$ cat src/rtl/rcbus_pkg.sv
package rcbus_pkg;
  // strobes from control to datapath, one clock wide except readEn (level)
  typedef struct packed {
    logic latchRow;
    logic latchCol;
    logic capWrite;
    logic readEn;
  } busCtl_t;
endpackage

$ cat src/rtl/rcbus_ctrl.sv
module rcbus_ctrl
  import rcbus_pkg::*;
#(
  parameter int SYNC_STAGES = 2
) (
  input  logic    clk,
  input  logic    sysRstN,
  input  logic    rcSel,
  input  logic    weN,
  input  logic    oeN,
  input  logic    busRstN,
  output busCtl_t ctl
);
  localparam int NSIG = 4;
  // bit order: [3] bus reset, [2] oeN, [1] weN, [0] rcSel; idle levels
  localparam logic [NSIG-1:0] IDLE = 4'b0111;

  logic [NSIG-1:0] rawIn;
  logic [NSIG-1:0] chain [SYNC_STAGES+1];
  logic [NSIG-1:0] cur;
  logic [NSIG-1:0] prv;
  logic            live;

  assign rawIn = {busRstN, oeN, weN, rcSel};

  always_ff @(posedge clk or negedge sysRstN) begin
    if (!sysRstN) begin
      for (int i = 0; i <= SYNC_STAGES; i++) chain[i] <= IDLE;
    end else begin
      chain[0] <= rawIn;
      for (int i = 1; i <= SYNC_STAGES; i++) chain[i] <= chain[i-1];
    end
  end

  assign cur  = chain[SYNC_STAGES-1];
  assign prv  = chain[SYNC_STAGES];
  assign live = cur[3];

  always_comb begin
    ctl.latchRow = live && prv[0] && !cur[0];
    ctl.latchCol = live && !prv[0] && cur[0];
    ctl.capWrite = live && !prv[1] && cur[1] && cur[2];
    ctl.readEn   = live && cur[1] && !cur[2];
  end
endmodule

$ cat src/rtl/rcbus_dpath.sv
module rcbus_dpath
  import rcbus_pkg::*;
#(
  parameter int SYNC_STAGES = 2,
  parameter int ROW_W       = 11,
  parameter int COL_W       = 9,
  parameter int DATA_W      = 8
) (
  input  logic                   clk,
  input  logic                   sysRstN,
  input  busCtl_t                ctl,
  input  logic [ROW_W-1:0]       addrIn,
  input  logic [DATA_W-1:0]      dataIn,
  input  logic [DATA_W-1:0]      memRdData,
  output logic [ROW_W+COL_W-1:0] latchedAddr,
  output logic [DATA_W-1:0]      dataOut,
  output logic                   dataOe,
  output logic                   cmdWrStb,
  output logic [ROW_W+COL_W-1:0] cmdAddr,
  output logic [DATA_W-1:0]      cmdData
);
  localparam int ADDR_W = ROW_W + COL_W;

  // delay address and data like the control strobes so captures line up
  logic [ROW_W-1:0]  addrPipe [SYNC_STAGES];
  logic [DATA_W-1:0] dataPipe [SYNC_STAGES];
  logic [ROW_W-1:0]  rowReg;
  logic [COL_W-1:0]  colReg;

  always_ff @(posedge clk or negedge sysRstN) begin
    if (!sysRstN) begin
      for (int i = 0; i < SYNC_STAGES; i++) begin
        addrPipe[i] <= '0;
        dataPipe[i] <= '0;
      end
    end else begin
      addrPipe[0] <= addrIn;
      dataPipe[0] <= dataIn;
      for (int i = 1; i < SYNC_STAGES; i++) begin
        addrPipe[i] <= addrPipe[i-1];
        dataPipe[i] <= dataPipe[i-1];
      end
    end
  end

  always_ff @(posedge clk or negedge sysRstN) begin
    if (!sysRstN) begin
      rowReg <= '0;
      colReg <= '0;
    end else begin
      if (ctl.latchRow) rowReg <= addrPipe[SYNC_STAGES-1];
      if (ctl.latchCol) colReg <= addrPipe[SYNC_STAGES-1][COL_W-1:0];
    end
  end

  assign latchedAddr = {colReg, rowReg};

  always_ff @(posedge clk or negedge sysRstN) begin
    if (!sysRstN) begin
      cmdWrStb <= 1'b0;
      cmdAddr  <= '0;
      cmdData  <= '0;
      dataOe   <= 1'b0;
      dataOut  <= '0;
    end else begin
      cmdWrStb <= ctl.capWrite;
      if (ctl.capWrite) begin
        cmdAddr <= latchedAddr;
        cmdData <= dataPipe[SYNC_STAGES-1];
      end
      dataOe <= ctl.readEn;
      if (ctl.readEn) dataOut <= memRdData;
    end
  end

  a_r1_col_kept: assert property (@(posedge clk) disable iff (!sysRstN)
    ctl.latchRow |=> $stable(colReg));
  a_r2_row_kept: assert property (@(posedge clk) disable iff (!sysRstN)
    ctl.latchCol |=> $stable(rowReg));
  a_r5_one_cycle: assert property (@(posedge clk) disable iff (!sysRstN)
    cmdWrStb |=> !cmdWrStb);
  a_r8_no_drive_on_write: assert property (@(posedge clk) disable iff (!sysRstN)
    cmdWrStb |-> !dataOe);
endmodule

$ cat src/rtl/rcbus_front.sv
module rcbus_front
  import rcbus_pkg::*;
#(
  parameter int SYNC_STAGES = 2,
  parameter int ROW_W       = 11,
  parameter int COL_W       = 9,
  parameter int DATA_W      = 8
) (
  input  logic                   clk,
  input  logic                   sysRstN,
  input  logic [ROW_W-1:0]       addrIn,
  input  logic                   rcSel,
  input  logic                   oeN,
  input  logic                   weN,
  input  logic                   busRstN,
  input  logic [DATA_W-1:0]      dataIn,
  output logic [DATA_W-1:0]      dataOut,
  output logic                   dataOe,
  output logic                   memRdStb,
  output logic [ROW_W+COL_W-1:0] memAddr,
  input  logic [DATA_W-1:0]      memRdData,
  output logic                   cmdWrStb,
  output logic [ROW_W+COL_W-1:0] cmdAddr,
  output logic [DATA_W-1:0]      cmdData
);
  busCtl_t ctl;

  rcbus_ctrl #(.SYNC_STAGES(SYNC_STAGES)) uCtrl (
    .clk(clk), .sysRstN(sysRstN), .rcSel(rcSel), .weN(weN),
    .oeN(oeN), .busRstN(busRstN), .ctl(ctl)
  );

  rcbus_dpath #(
    .SYNC_STAGES(SYNC_STAGES), .ROW_W(ROW_W), .COL_W(COL_W), .DATA_W(DATA_W)
  ) uDpath (
    .clk(clk), .sysRstN(sysRstN), .ctl(ctl), .addrIn(addrIn), .dataIn(dataIn),
    .memRdData(memRdData), .latchedAddr(memAddr), .dataOut(dataOut),
    .dataOe(dataOe), .cmdWrStb(cmdWrStb), .cmdAddr(cmdAddr), .cmdData(cmdData)
  );

  assign memRdStb = ctl.readEn;

  a_r6_reset_quiet: assert property (@(posedge clk) disable iff (!sysRstN)
    ($past(!busRstN, 2) && $past(!busRstN, 3)) |-> (!memRdStb && !cmdWrStb && !dataOe));
endmodule

$ cat config.mk
export PLATFORM = sky130hd
export DESIGN_NAME = rcbus_front
export DESIGN_NICKNAME = d
export VERILOG_FILES = /design/src/rtl/rcbus_pkg.sv /design/src/rtl/rcbus_ctrl.sv /design/src/rtl/rcbus_dpath.sv /design/src/rtl/rcbus_front.sv
export SDC_FILE = /design/constraint.sdc
export NUM_CORES = 1
export LEC_CHECK = 0
export CORE_ASPECT_RATIO = 1.2
export CORE_MARGIN = 4
export CORE_UTILIZATION = 55
export DETAILED_ROUTE_END_ITERATION = 7
export DONT_BUFFER_PORTS = 1
export PLACE_DENSITY_LB_ADDON = 0.2
export REMOVE_ABC_BUFFERS = 1
export SLEW_MARGIN = 5
export SYNTH_ARGS = -nofsm -noshare
export SYNTH_HDL_FRONTEND = slang
export SYNTH_SLANG_ARGS = --single-unit
$ cat constraint.sdc
create_clock -name clk -period 1.6 [get_ports clk]
set_clock_uncertainty 0.2 [all_clocks]
set_input_delay 0.32 -clock clk [delete_from_list [all_inputs] [get_ports clk]]
set_output_delay 0.32 -clock clk [all_outputs]
set_load 0.01 [all_outputs]
==> metrics <==
vias in the first global route=1785; Synth Register Bits=106; cts hold-fix bufs=31; vias per cell=5.142; Residual DRC=0; Setup crit end kind=primary output; clk_lat worst skew=340 ps; routability cong.=0.6757; Max FO, Critical Path=3; Nets=251; run status=finished with violations; IO buf count=0; area leader, netlist=dfrtp_1; Post-synth ARST share=100.0%; filler instances=370; # IOs=92; Placed Cells=254; Synth top area share=73.03%; htree depth=3; unrepaired setup endpoints after global routing=true; most frequent cells after synthesis=dfrtp_1 (98), mux2_2 (47), mux2_1 (9); Routed WL=5.650 mm; FF+latch area=0.002663 sq mm; Detailed Route Iter0 Violations=58; GRT Util Overall=16.72%; Multi-input gate area=684.4 sq um; most common cell in the netlist=dfrtp_1; Synth Warn #=0; worst endpoint required time=1080 ps; share of cells above drive strength 1=38.57%; P_leak=1.817 nW; clk buf depth=2; Slew HR=86.58%; synthesized instance count=172; Clock Sink Count=106; Crit path arrival time=1130 ps; Worst Setup SP=uCtrl.cur[1]; Post-synth EDFFs=0; total number of vias=1558; P&R area growth vs syn=20.90%; reg2reg start=uCtrl.prv[1]; Avg Cell Area, Syn=19.52 sq um; drt pass-1 iters=4; crit start category=register; final hold violation count=106; f_max=604.5 MHz; Final WS setup=-54.32 ps; Hold Crit Class=in -> async; Pwr Total=0.005666 W; Power per Cell Area=1395 mW/mm^2; hold slack=-542.9 ps; die height=93.60 um; Peak VDD IR=0.8459 mV; Core Region=0.005781 sq mm; failing checks=negative hold slack, negative setup slack; setup TNS=-54.32 ps; worst-margin pin slew=201.3 ps; grt ovf=0; FP Rows=30; drt wl/cell=18.65 um; Distinct cells, synth=9; Final Max Slew Viols=0; max-cap violation count=0; synth top area cells=dfrtp_1 (73%), mux2_2 (16%), dfstp_2 (6.3%); Crit Path Class=reg -> out; antenna violations before repair=0; # diodes=0; minimum clock period=1654 ps; Post-synth top flop=dfrtp_1; DP Wirelength=3.594 mm; die extent in x=79.33 um; first-pass GRT wire length=9.287 mm; # setup viols final=1; fin cells=303; CTS tree=built; Root Driver=clkbuf_8; CTS clk-pin slew, worst paths=100 ps; fin crit share=103.4%; initial cell density of the core=58.10%; DIE AREA=0.007425 sq mm; Cell Area, Synth=0.003358 sq mm; sequential area share after synthesis=79.28%; Final ANT Viol Nets=0; largest net degree at the start of global routing=107; total CTS buffers=9
[through the flow]
| stage | cell area, sq um | setup slack (ps) | utilization [%] |
|---|---|---|---|
| floorplan | 3332 | -707.0 | - |
| global placement | 3502 | 61.29 | 60.58 |
| detailed placement | 3502 | 10.14 | 60.58 |
| CTS | 4034 | -74.16 | 69.78 |
| global route | 4060 | -148.9 | 70.24 |
| finish | 4060 | -54.32 | 70.24 |
[layout make-up]
class / count / share of cell area (%)
Clock buffer: 9 / 3.051
Sequential cell: 106 / 65.58
Multi-Input combinational cell: 60 / 16.86
Timing Repair Buffer: 39 / 9.923
Inverter: 2 / 0.1849
Tap cell: 80 / 2.465
Clock inverter: 7 / 1.941
[state kept, by name, indices dropped and copies added, names as in the netlist]
| signal | flops |
|---|---|
| uDpath.cmdData | 8 |
| uCtrl.cur | 4 |
| uCtrl.prv | 2 |
| uDpath.cmdWrStb | 1 |
| uDpath.dataPipe | 16 |
| uDpath.addrPipe | 22 |
| uDpath.rowReg | 11 |
| uDpath.colReg | 9 |
| uCtrl.chain | 4 |
| uDpath.dataOe | 1 |
| uDpath.cmdAddr | 20 |
| uDpath.dataOut | 8 |
[worst max-delay path: stages (launching register included)]
cell      delay, ps
dfstp_2         550
nand3b_1        130
inv_2           110
[final timing paths]
kind                       depth (start not counted)            endpoint  slack, ps
min in group clk                                   0  uDpath.dataPipe[0]        160
max in group asynchronous                          0        uCtrl.cur[2]       1540
max                                                2            memRdStb        -50
max reg2reg                                        3   uDpath.cmdAddr[6]         30
min                                                0    uDpath.rowReg[5]       -540
min reg2reg                                        0  uDpath.dataPipe[0]        160
[logic make-up (layout without fill, tap and decap cells)]
group / count (synthesis) / after routing / synth area share [%]
flip-flops: 106 / 106 / 79.28
multiplexers: 56 / 56 / 18.78
buffers and inverters: 6 / 57 / 1.006
AND/OR/NAND/NOR: 4 / 4 / 0.9314
[layer usage]
metal  part of all wire [%]  global-route usage [%]
met1                     37                   19.68
met4                   0.74                   5.158
met2                     53                   28.09
met3                    9.5                   6.744
met5                      0                       0
[what timing repair did]
action / 4_1_cts / 5_1_grt
resized for setup: 2 / 8
endpoints found under the hold margin: 137 / 106
setup buffers: 2 / 1
endpoints found under the setup margin: 1 / 34
[cells in the final DEF, fill, tap and decap left out, types with 3 or more instances in the layout]
cell and n:
buf_4 4, dfrtp_1 98, nand3b_1 3, dfstp_2 8, mux2_2 47, clkinvlp_4 3
dlygate4sd3_1 31, mux2_1 3, clkbuf_8 9, mux2_4 6
[report_power, final]
part	internal, W	leakage (nW)	switching [W]
registers	0.00310	1.25	0.000477
logic	0.000351	0.479	0.000128
clock network	0.000734	0.0921	0.000876
total	0.00418	1.82	0.00148
No activity file was read; power rests on OpenSTA's default activity.
